## config.mk

```make
export PLATFORM = sky130hd
export DESIGN_NAME = link_power_monitor
export DESIGN_NICKNAME = d
export VERILOG_FILES = /design/src/rtl/lpm_pkg.sv /design/src/rtl/lpm_sync.sv /design/src/rtl/lpm_lowtimer.sv /design/src/rtl/lpm_fsm.sv /design/src/rtl/link_power_monitor.sv
export SDC_FILE = /design/constraint.sdc
export NUM_CORES = 1
export LEC_CHECK = 0
export BUFFER_PORTS_ARGS = -buffer_cell sky130_fd_sc_hd__buf_2
export CORE_ASPECT_RATIO = 0.9
export CORE_UTILIZATION = 55
export CTS_BUF_LIST = sky130_fd_sc_hd__clkbuf_2
export DETAILED_ROUTE_END_ITERATION = 16
export PLACE_DENSITY = 0.86
export SLEW_MARGIN = 0
export SYNTH_ARGS = -nofsm -noshare
export SYNTH_HDL_FRONTEND = slang
export SYNTH_SLANG_ARGS = --single-unit
```

## constraint.sdc

```tcl
create_clock -name clk -period 4.6 [get_ports clk]
set_input_delay 0.69 -clock clk [delete_from_list [all_inputs] [get_ports clk]]
set_output_delay 0.69 -clock clk [all_outputs]
set_load 0.02 [all_outputs]
```

## src/rtl/lpm_pkg.sv

```systemverilog
package lpm_pkg;

    typedef enum logic [1:0] {
        LP_ACTIVE   = 2'b00,
        LP_RESET    = 2'b01,
        LP_DISABLED = 2'b10
    } lp_state_e;

endpackage

```

## src/rtl/lpm_sync.sv

```systemverilog
module lpm_sync (
    input  logic clk,
    input  logic rst_n,
    input  logic clr,
    input  logic async_in,
    output logic sync_out
);

    typedef struct packed {
        logic s1;
        logic s2;
    } sync_t;

    sync_t sy_d, sy_q;

    always_comb begin
        sy_d    = sy_q;
        sy_d.s1 = async_in;
        sy_d.s2 = sy_q.s1;
        if (clr) begin
            sy_d = '0;
        end
    end

    always_ff @(posedge clk or negedge rst_n) begin
        if (!rst_n) begin
            sy_q <= '0;
        end else begin
            sy_q <= sy_d;
        end
    end

    assign sync_out = sy_q.s2;

endmodule

```

## src/rtl/lpm_lowtimer.sv

```systemverilog
module lpm_lowtimer #(
    parameter int RESET_LIMIT   = 128,
    parameter int DISABLE_LIMIT = 1280
) (
    input  logic clk,
    input  logic rst_n,
    input  logic clr,
    input  logic sample_hi,
    output logic past_reset,
    output logic past_disable
);

    localparam int SAT_VAL = DISABLE_LIMIT + 1;
    localparam int CW      = $clog2(SAT_VAL + 1);

    typedef struct packed {
        logic [CW-1:0] cnt;
    } tmr_t;

    tmr_t tm_d, tm_q;

    always_comb begin
        tm_d = tm_q;
        if (sample_hi) begin
            tm_d.cnt = '0;
        end else if (tm_q.cnt != CW'(SAT_VAL)) begin
            tm_d.cnt = tm_q.cnt + 1'b1;
        end
        if (clr) begin
            tm_d = '0;
        end
    end

    always_ff @(posedge clk or negedge rst_n) begin
        if (!rst_n) begin
            tm_q <= '0;
        end else begin
            tm_q <= tm_d;
        end
    end

    assign past_reset   = tm_q.cnt > CW'(RESET_LIMIT);
    assign past_disable = tm_q.cnt > CW'(DISABLE_LIMIT);

    AST_CNT_SATURATES: assert property (@(posedge clk) disable iff (!rst_n || clr)
        tm_q.cnt <= CW'(SAT_VAL));
    AST_HIGH_CLEARS: assert property (@(posedge clk) disable iff (!rst_n || clr)
        sample_hi |=> !past_reset && !past_disable);
    AST_ORDERED_LIMITS: assert property (@(posedge clk) disable iff (!rst_n || clr)
        past_disable |-> past_reset);

endmodule

```

## src/rtl/lpm_fsm.sv

```systemverilog
module lpm_fsm
    import lpm_pkg::*;
(
    input  logic      clk,
    input  logic      rst_n,
    input  logic      clr,
    input  logic      sample_hi,
    input  logic      past_reset,
    input  logic      past_disable,
    output lp_state_e state,
    output logic      clk_en,
    output logic      gate_open
);

    typedef struct packed {
        lp_state_e st;
        logic      clk_en;
        logic      gate;
    } fsm_t;

    localparam fsm_t FSM_RST = '{st: LP_DISABLED, clk_en: 1'b0, gate: 1'b0};

    fsm_t fs_d, fs_q;
    lp_state_e nxt;

    always_comb begin
        nxt = fs_q.st;
        unique case (fs_q.st)
            LP_ACTIVE: begin
                if (past_reset && !sample_hi) begin
                    nxt = LP_RESET;
                end
            end
            LP_RESET: begin
                if (sample_hi) begin
                    nxt = LP_ACTIVE;
                end else if (past_disable) begin
                    nxt = LP_DISABLED;
                end
            end
            LP_DISABLED: begin
                if (sample_hi) begin
                    nxt = LP_ACTIVE;
                end
            end
            default: nxt = LP_DISABLED;
        endcase

        fs_d        = fs_q;
        fs_d.st     = nxt;
        fs_d.clk_en = (nxt != LP_DISABLED);
        fs_d.gate   = (nxt == LP_ACTIVE) && (fs_q.st == LP_ACTIVE);
        if (clr) begin
            fs_d = FSM_RST;
        end
    end

    always_ff @(posedge clk or negedge rst_n) begin
        if (!rst_n) begin
            fs_q <= FSM_RST;
        end else begin
            fs_q <= fs_d;
        end
    end

    assign state     = fs_q.st;
    assign clk_en    = fs_q.clk_en;
    assign gate_open = fs_q.gate;

    AST_DISABLED_CLK_OFF: assert property (@(posedge clk) disable iff (!rst_n || clr)
        (fs_q.st == LP_DISABLED) |-> !fs_q.clk_en);
    AST_RESET_ONLY_FROM_ACTIVE: assert property (@(posedge clk) disable iff (!rst_n || clr)
        $rose(fs_q.st == LP_RESET) |-> $past(fs_q.st) == LP_ACTIVE);
    AST_CLK_BEFORE_GATE: assert property (@(posedge clk) disable iff (!rst_n || clr)
        $rose(fs_q.gate) |-> $past(fs_q.clk_en));
    AST_NO_SKIP_TO_DISABLED: assert property (@(posedge clk) disable iff (!rst_n || clr)
        (fs_q.st == LP_ACTIVE) |=> (fs_q.st != LP_DISABLED));

endmodule

```

## src/rtl/link_power_monitor.sv

```systemverilog
module link_power_monitor
    import lpm_pkg::*;
#(
    parameter int CTL_W         = 2,
    parameter int DATA_W        = 8,
    parameter int RESET_LIMIT   = 128,
    parameter int DISABLE_LIMIT = 1280
) (
    input  logic              clk,
    input  logic              rst_n,
    input  logic              pd_in,
    input  logic              lps_in,
    input  logic              lctrl_in,
    input  logic              lreq_in,
    input  logic [CTL_W-1:0]  ctl_in,
    input  logic [DATA_W-1:0] data_in,
    output logic [CTL_W-1:0]  ctl_out,
    output logic [DATA_W-1:0] data_out,
    output logic              lreq_out,
    output logic              sysclk_en,
    output logic              link_active,
    output logic [1:0]        state_code
);

    logic      lps_s;
    logic      past_reset;
    logic      past_disable;
    lp_state_e st;
    logic      gate_open;

    lpm_sync u_sync (
        .clk      (clk),
        .rst_n    (rst_n),
        .clr      (pd_in),
        .async_in (lps_in),
        .sync_out (lps_s)
    );

    lpm_lowtimer #(
        .RESET_LIMIT   (RESET_LIMIT),
        .DISABLE_LIMIT (DISABLE_LIMIT)
    ) u_timer (
        .clk          (clk),
        .rst_n        (rst_n),
        .clr          (pd_in),
        .sample_hi    (lps_s),
        .past_reset   (past_reset),
        .past_disable (past_disable)
    );

    lpm_fsm u_fsm (
        .clk          (clk),
        .rst_n        (rst_n),
        .clr          (pd_in),
        .sample_hi    (lps_s),
        .past_reset   (past_reset),
        .past_disable (past_disable),
        .state        (st),
        .clk_en       (sysclk_en),
        .gate_open    (gate_open)
    );

    always_comb begin
        ctl_out     = gate_open ? ctl_in  : '0;
        data_out    = gate_open ? data_in : '0;
        lreq_out    = gate_open & lreq_in;
        link_active = (st == LP_ACTIVE) & lctrl_in;
        state_code  = st;
    end

    AST_CLOSED_PATH_ZERO: assert property (@(posedge clk) disable iff (!rst_n || pd_in)
        (state_code != LP_ACTIVE) |-> (ctl_out == '0 && data_out == '0 && !lreq_out));
    AST_RESET_KEEPS_CLK: assert property (@(posedge clk) disable iff (!rst_n || pd_in)
        (state_code == LP_RESET) |-> sysclk_en);
    AST_LINK_NEEDS_ACTIVE: assert property (@(posedge clk) disable iff (!rst_n || pd_in)
        link_active |-> (state_code == LP_ACTIVE && lctrl_in));
    AST_CODE_LEGAL: assert property (@(posedge clk) disable iff (!rst_n || pd_in)
        state_code != 2'b11);
    AST_PD_DISABLES: assert property (@(posedge clk) disable iff (!rst_n)
        pd_in |=> (state_code == LP_DISABLED && !sysclk_en));

endmodule

```

# Yosys cells after proc, flatten, opt, wreduce, memory -nomap -nowiden
# Cells that the tools add are included.
[op_classes]
eq_ne = 4
mux = 12
bitwise_logic = 2
n_lt_le_gt_ge = 2
n_reduce_logical = 6
add_sub_neg = 1
[op_table]
columns = ["operator", "count"]
rows = [
  ["$mux 11", 3],
  ["$mux 2", 6],
  ["$add 11x1->11 const B", 1],
  ["$gt 11x11->1 const B", 1],
  ["$gt 11x8->1 const B", 1],
  ["$ne 11x11->1 const B", 1],
  ["$mux 8", 1],
  ["$pmux 2 s3", 1],
  ["$logic_not 2->1", 2],
  ["$mux 4", 1],
  ["$reduce_bool 3->1", 1],
  ["$and 1x1->1", 2],
  ["$eq 2x1->1 const B", 1],
  ["$eq 2x2->1 const B", 1],
  ["$logic_and 1x1->1", 2],
  ["$ne 2x2->1 const B", 1],
  ["$logic_not 1->1", 1],
]
[word_totals]
out_inout_bits = 15
regBits = 17

# Logic depth before layout (Yosys ltp)
# Gate-level depths: netlist of the first run.
[logic_depth]
ltp_word = 7
ltp_mapped = 6

# Cells and area by module
# From an unflattened synthesis of the first run, not the netlist that was laid out.
[hier_totals]
cells_unflattened = 101
area_unflattened_um2 = 994.7
[by_module_without_submodules]
columns = ["module", "n_inst", "area_per_inst_um2", "cells_each"]
rows = [
  ["lpm_lowtimer", 1, 663.1, 71],
  ["lpm_fsm", 1, 181.4, 13],
  ["link_power_monitor", 1, 87.6, 13],
  ["lpm_sync", 1, 62.6, 4],
]

# Worst setup path after synthesis of the first run
# OpenSTA, ideal clock, no wires.
[synth_path]
path_kind = "input -> output"
from = "input port lctrl_in"
to = "output port link_active"
slack_ps = 2699
cell_stages = 1
t_arrival_ps = 1211
required_ps = 3910
n_path_buf = 0
cell_sequence = "nor3b_1"
[synth_between]
elab_chain_cells = 1
[synth_rtl]
columns = ["item", "line_no", "text"]
rows = [
  ["start: declaration", "link_power_monitor.sv:13", "input logic lctrl_in,"],
  ["$and 1x1->1", "link_power_monitor.sv:67", "link_active = (st == LP_ACTIVE) & lctrl_in;"],
  ["end: declaration", "link_power_monitor.sv:21", "output logic link_active,"],
]
# No other way between the ends.

# Worst setup path in the final report of the first run
[layout_path]
from = "register u_fsm.fs_q, in the netlist u_fsm.state[0]"
to = "output port link_active"
[layout_between]
elab_chain_cells = 2
[layout_rtl]
columns = ["item", "line_no", "text"]
rows = [
  ["start: declaration", "lpm_fsm.sv:23", "fsm_t fs_d, fs_q;"],
  ["start signal: assignment", "lpm_fsm.sv:62", "fs_q <= fs_d;"],
  ["$logic_not 2->1", "link_power_monitor.sv:67", ""],
  ["$and 1x1->1", "link_power_monitor.sv:67", ""],
]
# No other way between the ends.

==> report_table.html, run 1 <==
<table>
<tr><th>Metric</th><th>Value</th></tr>
<tr><th colspan="2">Power</th></tr>
<tr><td>Combinational share of power</td><td>11.8%</td></tr>
<tr><td>Share of total power in sequential cells</td><td>61.4%</td></tr>
<tr><td>Worst voltage drop across the vdd grid</td><td>0.202 mV</td></tr>
<tr><td>Sw frac</td><td>26.3%</td></tr>
<tr><td>Leakage power</td><td>0.556 nW</td></tr>
<tr><td>Design Power</td><td>0.258 mW</td></tr>
<tr><td>Pwr/cell area</td><td>230 mW/mm^2</td></tr>
<tr><td>Clock network fraction of design power</td><td>26.8%</td></tr>
<tr><td>Cell-internal power</td><td>0.190 mW</td></tr>
<tr><td>Switching power total</td><td>0.0678 mW</td></tr>
<tr><th colspan="2">Die</th></tr>
<tr><td>Core region area</td><td>0.00151 mm^2</td></tr>
<tr><td>Floorplan die width</td><td>45.3 um</td></tr>
<tr><td>Total die area</td><td>0.00186 mm^2</td></tr>
<tr><td>Number of cell rows</td><td>13</td></tr>
<tr><td>I/O pin total</td><td>31</td></tr>
<tr><td>Initial cell density of the core</td><td>61.5%</td></tr>
<tr><td>Floorplan die height</td><td>41 um</td></tr>
<tr><th colspan="2">Synth</th></tr>
<tr><td>Most common cell in the netlist</td><td>dfrtp_1</td></tr>
<tr><td>EDFF count, synth</td><td>0</td></tr>
<tr><td>Synthesis-stage register bit count</td><td>17</td></tr>
<tr><td>Asr flop ratio synth</td><td>100%</td></tr>
<tr><td>Top cells by area in the synthesized netlist</td><td>dfrtp_1 (43%), and2_1 (7.4%), xnor2_1 (4.7%), ha_1 (4.0%), nor2_1 (4.0%)</td></tr>
<tr><td>Yosys warns</td><td>0</td></tr>
<tr><td>Library cells used by synthesis</td><td>32</td></tr>
<tr><td>Dominant register cell in the synthesized netlist</td><td>dfrtp_1</td></tr>
<tr><td>Syn Area/Cell</td><td>9.79 um^2</td></tr>
<tr><td>Synthesized instance count</td><td>95</td></tr>
<tr><td>Cell accounting for the most synthesized area</td><td>dfrtp_1</td></tr>
<tr><td>Syn_nets</td><td>114</td></tr>
<tr><td>Cell area after synthesis</td><td>930 um^2</td></tr>
<tr><td>Leading cell types by count after synthesis</td><td>dfrtp_1 (16), and2_1 (11), nor2_1 (10)</td></tr>
<tr><td>Seq/Total Area, Yosys</td><td>45.9%</td></tr>
<tr><td>Post-synth top area share</td><td>43.1%</td></tr>
<tr><th colspan="2">Critical path</th></tr>
<tr><td>Critical Setup Path Class</td><td>flip-flop to primary output</td></tr>
<tr><td>Sort of element at the end of the critical path</td><td>primary output</td></tr>
<tr><td>Worst reg-to-reg path cell count</td><td>4</td></tr>
<tr><td>Slowest cell on the critical path</td><td>dfrtp_1</td></tr>
<tr><td>Data required, critical path</td><td>3.91 ns</td></tr>
<tr><td>Maximum single-stage delay on the critical path</td><td>0.48 ns</td></tr>
<tr><td>Ordered list of cells on the worst path</td><td>nor3b_1 &gt; buf_2</td></tr>
<tr><td>Buffers and inverters on the worst path</td><td>1</td></tr>
<tr><td>Cell family contributing the most delay on the critical path</td><td>flip-flops</td></tr>
<tr><td>Worst EP arrival</td><td>1.19 ns</td></tr>
<tr><td>Setup crit start kind</td><td>flip-flop</td></tr>
<tr><td>Critical path depth</td><td>2</td></tr>
<tr><td>Max FO, Critical Path</td><td>8</td></tr>
<tr><th colspan="2">Clock network</th></tr>
<tr><td>Quantity of gates resized following cts</td><td>0</td></tr>
<tr><td>H-tree level count</td><td>1</td></tr>
<tr><td>Clock-pin transition on the worst setup and hold timing paths</td><td>0.16 ns</td></tr>
<tr><td>Sinks on Clock Net</td><td>17</td></tr>
<tr><td>Clk_lat worst skew</td><td>0.30 ns</td></tr>
<tr><td>TritonCTS buffer count</td><td>3</td></tr>
<tr><td>Maximum buffer depth of the clock tree</td><td>2</td></tr>
<tr><td>Setup Fix Bufs, Post-CTS</td><td>0</td></tr>
<tr><td>Number of hold buffers added after cts</td><td>0</td></tr>
<tr><td>Root Driver</td><td>clkbuf_2</td></tr>
<tr><td>Clock tree from TritonCTS</td><td>yes</td></tr>
<tr><th colspan="2">Layout</th></tr>
<tr><td>Proportion of layout cells with a drive suffix above 1</td><td>30.7%</td></tr>
<tr><td>Ant diodes</td><td>0</td></tr>
<tr><td>Area of the multi-input gates</td><td>473 um^2</td></tr>
<tr><td>Register Area</td><td>427 um^2</td></tr>
<tr><td>Filler Cells Inserted</td><td>120</td></tr>
<tr><td>Area growth, synth to finish</td><td>20.5%</td></tr>
<tr><td>Area of all placed cells without fillers</td><td>0.00112 mm^2</td></tr>
<tr><td>Nets@finish</td><td>147</td></tr>
<tr><th colspan="2">Global route</th></tr>
<tr><td>Global-route wire length before repair</td><td>2790 um</td></tr>
<tr><td>Number of antenna violations at the first check in global routing</td><td>0</td></tr>
<tr><td>Vias in the first global route</td><td>690</td></tr>
<tr><td>Largest net degree at the start of global routing</td><td>18</td></tr>
<tr><td>Gr usage total</td><td>22.8%</td></tr>
<tr><td>Congestion Overflow GR</td><td>0</td></tr>
<tr><th colspan="2">Place</th></tr>
<tr><td>Final Wtd Congestion</td><td>0.841</td></tr>
<tr><td>HPWL after detailed placement</td><td>1420 um</td></tr>
<tr><td>Setup WS pre-CTS</td><td>2.79 ns</td></tr>
<tr><td>Number of port buffers</td><td>30</td></tr>
<tr><td>Placement-stage cell area</td><td>0.00110 mm^2</td></tr>
<tr><th colspan="2">Route</th></tr>
<tr><td>WL per Instance</td><td>12.3 um</td></tr>
<tr><td>Via count normalized by instance count</td><td>5.32</td></tr>
<tr><td>Drt first pass iters</td><td>4</td></tr>
<tr><td>Detailed Route WL</td><td>1840 um</td></tr>
<tr><td>Antenna violation net count after detailed routing</td><td>0</td></tr>
<tr><td>DR vias</td><td>793</td></tr>
<tr><td>Number of remaining DRC errors</td><td>0</td></tr>
<tr><td>Detailed router's first-iteration violation count</td><td>10</td></tr>
<tr><th colspan="2">Timing</th></tr>
<tr><td>Tmin final</td><td>1.88 ns</td></tr>
<tr><td>RSZ-0062 raised after global routing</td><td>false</td></tr>
<tr><td>Transition time of the tightest slew-check pin</td><td>0.366 ns</td></tr>
<tr><td>Final number of max-transition violations</td><td>0</td></tr>
<tr><td>Fin worst setup slack</td><td>2.72 ns</td></tr>
<tr><td>Tightest slew margin relative to the limit</td><td>75.4%</td></tr>
<tr><td>Final setup violation count</td><td>0</td></tr>
<tr><td>Largest clock skew in the final design</td><td>0.0134 ns</td></tr>
<tr><td>Hold Violations, Final</td><td>0</td></tr>
<tr><td>Final Cycle Share</td><td>41.0%</td></tr>
<tr><td>Maximum clock frequency</td><td>0.531 GHz</td></tr>
<tr><td>Setup tns final</td><td>0 ns</td></tr>
<tr><th colspan="2">Run status</th></tr>
<tr><td>Run status</td><td>finished, final reports clean</td></tr>
<tr><th colspan="2">Job</th></tr>
<tr><td>Number of violations of the max-capacitance limit</td><td>0</td></tr>
<tr><th colspan="2">Min path</th></tr>
<tr><td>Min-delay worst type</td><td>input port to async pin</td></tr>
</table>
## metal layers
layer / part of all wire [%] / track usage, % / vias up
met5: 0 / 0 / -
met1: 44 / 24.9 / 360
met4: 2.7 / 13.6 / 0
li1: - / - / 391
met2: 48 / 43.5 / 35
met3: 5.5 / 2.64 / 7
## registers in the layout (all words and copies together), names as in the netlist
signal	cells
u_sync.sy_q	1
u_fsm.gate_open	1
u_fsm.clk_en	1
u_timer.tm_q	11
u_sync.sync_out	1
u_fsm.state	2
## final cells by class
class | count | area share [%]
inverter | 6 | 2.01
clock buffer | 4 | 1.79
timing repair buffer | 30 | 13.4
sequential | 17 | 38.1
multi-input combinational | 70 | 42.2
tap | 22 | 2.46
## cells by family after synthesis
| kind of cell | count (synthesis) | synth area share [%] |
|---|---|---|
| xor+xnor | 8 | 7.54 |
| buf+inv | 8 | 3.23 |
| flops | 17 | 45.9 |
| compound gates | 10 | 6.86 |
| fa+ha+maj | 3 | 4.04 |
| mux | 1 | 1.08 |
| simple gates | 48 | 31.4 |
## power by group through the flow
stage | combinational [mW] | sequential [mW] | clock (mW)
finish | 0.0303 | 0.158 | 0.0693
detailed placement | 0.0310 | 0.161 | 0
CTS | 0.0310 | 0.158 | 0.0716
global route | 0.0340 | 0.159 | 0.0766
floorplan | 0.0155 | 0.161 | 0
global placement | 0.0294 | 0.161 | 0
## placed cells by master, fill, tap and decap left out, drive strengths merged, types with 2 or more instances in the layout
cell    count
buf        30
dfrtp      16
and2       11
nor2       10
inv         6
xnor2       5
nand3       4
clkbuf      4
o21ai       3
a21oi       3
nand4       3
xor2        3
ha          3
nor4        3
nor3        2
nor3b       2
nor2b       2
nand3b      2
nand2       2
## path summary, 6_finish.rpt
| path | startpoint | to | slack, ns |
|---|---|---|---|
| min in group clk | u_sync.sy_q[1] | u_sync.sync_out | 0.51 |
| worst min-delay path | rst_n | u_sync.sy_q[1] | 0.26 |
| worst min register to register | u_sync.sy_q[1] | u_sync.sync_out | 0.51 |
| max in group asynchronous | rst_n | u_fsm.state[1] | 4.03 |
| worst max register to register | u_timer.tm_q[2] | u_fsm.state[0] | 2.98 |
| worst max-delay path | u_fsm.state[0] | link_active | 2.72 |
## through the flow
stage                     std cells  util [%]  hold WS, ns
after CTS                       149      74.0        0.265
after floorplan                  95         -        0.394
after detailed placement        145      72.7        0.471
after global routing            149      74.0        0.281
after global placement          145      72.7        0.459
final                           149      74.0        0.261
Note: power is estimated with default switching activity, not from simulation.
==> run 2: changes to the inputs <==
--- a/config.mk
+++ b/config.mk
@@ -7,10 +7,10 @@
 export LEC_CHECK = 0
 export BUFFER_PORTS_ARGS = -buffer_cell sky130_fd_sc_hd__buf_2
 export CORE_ASPECT_RATIO = 0.9
-export CORE_UTILIZATION = 55
+export CORE_UTILIZATION = 46
 export CTS_BUF_LIST = sky130_fd_sc_hd__clkbuf_2
 export DETAILED_ROUTE_END_ITERATION = 16
-export PLACE_DENSITY = 0.86
+export PLACE_DENSITY = 0.77
 export SLEW_MARGIN = 0
 export SYNTH_ARGS = -nofsm -noshare
 export SYNTH_HDL_FRONTEND = slang
==> constraint.sdc (replaced) <==
create_clock -name clk -period 1.55 [get_ports clk]
set_input_delay 0.2325 -clock clk [delete_from_list [all_inputs] [get_ports clk]]
set_output_delay 0.2325 -clock clk [all_outputs]
set_load 0.02 [all_outputs]
==> run 2 against run 1 <==
Net effect: global-route usage fell by 1.8 points; register-to-register slack got worse by 3.0 ns; critical endpoint is now u_fsm.state[0]; highest routed layer unchanged; non-clock buffer count increased by 5; clock-buffer cell count fell by 1; clock skew down 0.0028 ns; critical path depth grew 2; flip-flop and latch count unchanged; wire length up 11%; clock power grew to 2.9 times the previous value; utilization is 12 points lower.
==> report_table.html, run 2 (synthesis gave the netlist of run 1 again) <==
<table>
<tr><th>Metric</th><th>Value</th></tr>
<tr><th colspan="2">Critical path</th></tr>
<tr><td>Sort of element at the end of the critical path</td><td>flip-flop</td></tr>
<tr><td>Reg-to-reg slack, setup</td><td>0.02 ns (-2.96 ns)</td></tr>
<tr><td>Origin of the critical flop-to-flop path</td><td>u_timer.tm_q[5]</td></tr>
<tr><td>Critical Setup Path Class</td><td>flip-flop to flip-flop</td></tr>
<tr><td>Setup crit start kind</td><td>flip-flop</td></tr>
<tr><td>Worst EP arrival</td><td>1.76 ns (+0.57 ns)</td></tr>
<tr><td>Worst reg-to-reg path cell count</td><td>4 (unchanged)</td></tr>
<tr><td>Data required, critical path</td><td>1.78 ns (-2.13 ns)</td></tr>
<tr><td>Critical R2R Capture</td><td>u_fsm.state[0]</td></tr>
<tr><td>Max FO, Critical Path</td><td>3 (-5)</td></tr>
<tr><th colspan="2">Die</th></tr>
<tr><td>Number of cell rows</td><td>15 (+2)</td></tr>
<tr><td>Core region area</td><td>0.00191 mm^2 (+27%)</td></tr>
<tr><td>Floorplan die width</td><td>49.4 um (+8.9%)</td></tr>
<tr><td>Initial cell density of the core</td><td>48.6% (-13 points)</td></tr>
<tr><td>I/O pin total</td><td>31 (unchanged)</td></tr>
<tr><td>Total die area</td><td>0.00220 mm^2 (+19%)</td></tr>
<tr><td>Floorplan die height</td><td>44.6 um (+8.9%)</td></tr>
<tr><th colspan="2">Power</th></tr>
<tr><td>Clock network fraction of design power</td><td>26.4% (-0.4 points)</td></tr>
<tr><td>Design Power</td><td>0.769 mW (+200%)</td></tr>
<tr><td>Leakage power</td><td>0.586 nW (+5.4%)</td></tr>
<tr><td>Switching power total</td><td>0.211 mW (+210%)</td></tr>
<tr><td>Pwr/cell area</td><td>649 mW/mm^2 (+180%)</td></tr>
<tr><td>Cell-internal power</td><td>0.558 mW (+190%)</td></tr>
<tr><td>Share of total power in sequential cells</td><td>61.2% (-0.2 points)</td></tr>
<tr><td>Sw frac</td><td>27.4% (+1.1 points)</td></tr>
<tr><td>Worst voltage drop across the vdd grid</td><td>0.532 mV (+160%)</td></tr>
<tr><td>Combinational share of power</td><td>12.4% (+0.6 points)</td></tr>
<tr><th colspan="2">Min path</th></tr>
<tr><td>Min-delay worst type</td><td>input port to flip-flop</td></tr>
<tr><td>Hold wc startpoint</td><td>lps_in</td></tr>
<tr><td>Worst Hold Depth</td><td>2</td></tr>
<tr><td>Worst-case hold path end point</td><td>u_sync.sy_q[1]</td></tr>
<tr><th colspan="2">Clock network</th></tr>
<tr><td>Clock tree from TritonCTS</td><td>yes</td></tr>
<tr><td>Clock-pin transition on the worst setup and hold timing paths</td><td>0.17 ns (about the same)</td></tr>
<tr><td>H-tree level count</td><td>1 (unchanged)</td></tr>
<tr><td>TritonCTS buffer count</td><td>3 (unchanged)</td></tr>
<tr><td>Maximum buffer depth of the clock tree</td><td>2 (unchanged)</td></tr>
<tr><td>Setup Fix Bufs, Post-CTS</td><td>0 (unchanged)</td></tr>
<tr><td>Clk_lat worst skew</td><td>0.31 ns (about the same)</td></tr>
<tr><td>Sinks on Clock Net</td><td>17 (unchanged)</td></tr>
<tr><td>Root Driver</td><td>clkbuf_2</td></tr>
<tr><th colspan="2">Layout</th></tr>
<tr><td>Most frequent cells in the layout</td><td>buf_2 (30), dfrtp_1 (15), and2_1 (11)</td></tr>
<tr><td>Ant diodes</td><td>0 (unchanged)</td></tr>
<tr><td>Nets@finish</td><td>152 (+3.4%)</td></tr>
<tr><td>Proportion of layout cells with a drive suffix above 1</td><td>34.8% (+4.1 points)</td></tr>
<tr><td>Area of all placed cells without fillers</td><td>0.00118 mm^2 (+5.8%)</td></tr>
<tr><td>Area growth, synth to finish</td><td>27.5%</td></tr>
<tr><td>Count of placed standard cells in the final layout, fillers left out</td><td>157 (+5.4%)</td></tr>
<tr><td>Max FFs per register</td><td>11 (unchanged)</td></tr>
<tr><td>Most flop-heavy register</td><td>u_timer.tm_q</td></tr>
<tr><td>Most common cell after layout, fill and taps aside</td><td>buf_2</td></tr>
<tr><th colspan="2">Run status</th></tr>
<tr><td>Run status</td><td>finished, final reports clean</td></tr>
<tr><th colspan="2">Timing</th></tr>
<tr><td>Tightest slew margin relative to the limit</td><td>75.0% (-0.45 points)</td></tr>
<tr><td>Maximum clock frequency</td><td>0.653 GHz</td></tr>
<tr><td>Final Cycle Share</td><td>98.8%</td></tr>
<tr><td>Setup tns final</td><td>0 ns (unchanged)</td></tr>
<tr><td>RSZ-0062 raised after global routing</td><td>true</td></tr>
<tr><td>Tmin final</td><td>1.53 ns</td></tr>
<tr><td>Hold Violations, Final</td><td>0 (unchanged)</td></tr>
<tr><td>Final setup violation count</td><td>0 (unchanged)</td></tr>
<tr><td>Transition time of the tightest slew-check pin</td><td>0.376 ns (+0.00978 ns)</td></tr>
<tr><td>Largest clock skew in the final design</td><td>0.0106 ns (-0.00280 ns)</td></tr>
<tr><td>Final number of max-transition violations</td><td>0 (unchanged)</td></tr>
<tr><td>WHS</td><td>0.136 ns (-0.125 ns)</td></tr>
<tr><th colspan="2">Route</th></tr>
<tr><td>DR vias</td><td>813 (+2.5%)</td></tr>
<tr><td>Number of remaining DRC errors</td><td>0 (unchanged)</td></tr>
<tr><td>Detailed Route WL</td><td>2050 um (+11%)</td></tr>
<tr><td>Detailed router's first-iteration violation count</td><td>20 (+10)</td></tr>
<tr><td>WL per Instance</td><td>13.0 um (+5.8%)</td></tr>
<tr><td>Via count normalized by instance count</td><td>5.18 (-2.7%)</td></tr>
<tr><td>Antenna violation net count after detailed routing</td><td>0 (unchanged)</td></tr>
<tr><td>Drt first pass iters</td><td>4 (unchanged)</td></tr>
<tr><th colspan="2">Global route</th></tr>
<tr><td>Number of antenna violations at the first check in global routing</td><td>0 (unchanged)</td></tr>
<tr><td>Vias in the first global route</td><td>799 (+16%)</td></tr>
<tr><td>Global-route wire length before repair</td><td>3430 um (+23%)</td></tr>
<tr><td>Largest net degree at the start of global routing</td><td>18 (unchanged)</td></tr>
<tr><td>Congestion Overflow GR</td><td>0 (unchanged)</td></tr>
<tr><td>Gr usage total</td><td>21.0% (-1.8 points)</td></tr>
<tr><th colspan="2">Place</th></tr>
<tr><td>Final Wtd Congestion</td><td>0.722 (-14%)</td></tr>
<tr><td>Placement-stage cell area</td><td>0.00113 mm^2 (+3.1%)</td></tr>
<tr><td>HPWL after detailed placement</td><td>1510 um (+6.1%)</td></tr>
<tr><td>Number of placed instances with taps included</td><td>152 (+4.8%)</td></tr>
<tr><td>Number of port buffers</td><td>30 (unchanged)</td></tr>
<tr><th colspan="2">Job</th></tr>
<tr><td>Number of violations of the max-capacitance limit</td><td>0 (unchanged)</td></tr>
</table>
[run 2: cell types whose count changed in the layout (fill, tap and decap cells not counted)]
| cell | delta |
|---|---|
| buf_4 | +4 |
| dfrtp_1 | -1 |
| dfrtp_2 | +1 |
| dlygate4sd3_1 | +1 |
| clkbuf_2 | -1 |
| clkinv_2 | +1 |
| nand3_2 | +1 |
| nor4_1 | -1 |
| nand3_1 | -1 |
| nor4_4 | +1 |
[run 2: worst max-delay path by stage]
| stage | from | endpoint | slack (ns) | depth (start not counted) |
|---|---|---|---|---|
| after floorplan | u_timer.tm_q[2] | u_fsm.state[0] | 0.07 | 4 |
| after global placement | u_timer.tm_q[2] | u_fsm.state[0] | 0.06 | 4 |
| after detailed placement | u_timer.tm_q[0] | u_timer.tm_q[8] | 0.01 | 5 |
| after CTS | u_timer.tm_q[2] | u_fsm.state[0] | 0.03 | 4 |
| after global routing | u_timer.tm_q[5] | u_fsm.state[0] | -0.07 | 4 |
| final | u_timer.tm_q[5] | u_fsm.state[0] | 0.02 | 4 |
[run 2: through the flow]
stage | worst slack [ns] | utilization (%)
after detailed placement | 0.0105 | 59.2
after CTS | 0.0286 | 61.6
after global routing | -0.0669 | 61.9
after floorplan | 0.0691 | -
after global placement | 0.0597 | 59.2
final | 0.0185 | 61.9
[run 2: area by class of cell]
class	instances	area (um^2)
well taps	25	31.3
inverters	6	22.5
clock buffers	3	15.0
clock inverters	1	5.00
multi-input cells	70	493
flip-flops and latches	17	428
repair buffers	35	190
fillers	170	729
[run 2: per-layer routing]
metal	vias up	global-route usage, %	wire [um]
li1	398	-	-
met1	371	22.8	878
met2	37	40.3	982
met3	7	3.09	130
met4	0	10.9	55
met5	-	0	0
[run 2: timing repair]
action / 4_1_cts / 5_1_grt
endpoints found under the hold margin: 16 / 0
gates resized for setup: 2 / 2
pin swaps: 0 / 1
hold buffers: 1 / 0
setup endpoints to repair: 2 / 6
[run 2: power groups by stage]
| stage | logic, mW | registers (mW) | clock network, mW |
|---|---|---|---|
| 2_1_floorplan | 0.0459 | 0.478 | 0 |
| 3_3_place_gp | 0.0912 | 0.476 | 0 |
| 3_5_place_dp | 0.0938 | 0.478 | 0 |
| 4_1_cts | 0.0972 | 0.470 | 0.208 |
| 5_1_grt | 0.107 | 0.472 | 0.220 |
| 6_report | 0.0953 | 0.471 | 0.203 |
[run 2: worst max-delay path, cell delays in order (launching register included)]
cell and delay, ns:
dfrtp_1 0.46, nor4_4 0.32, a31oi_1 0.12, o41a_1 0.35, o21a_1 0.20
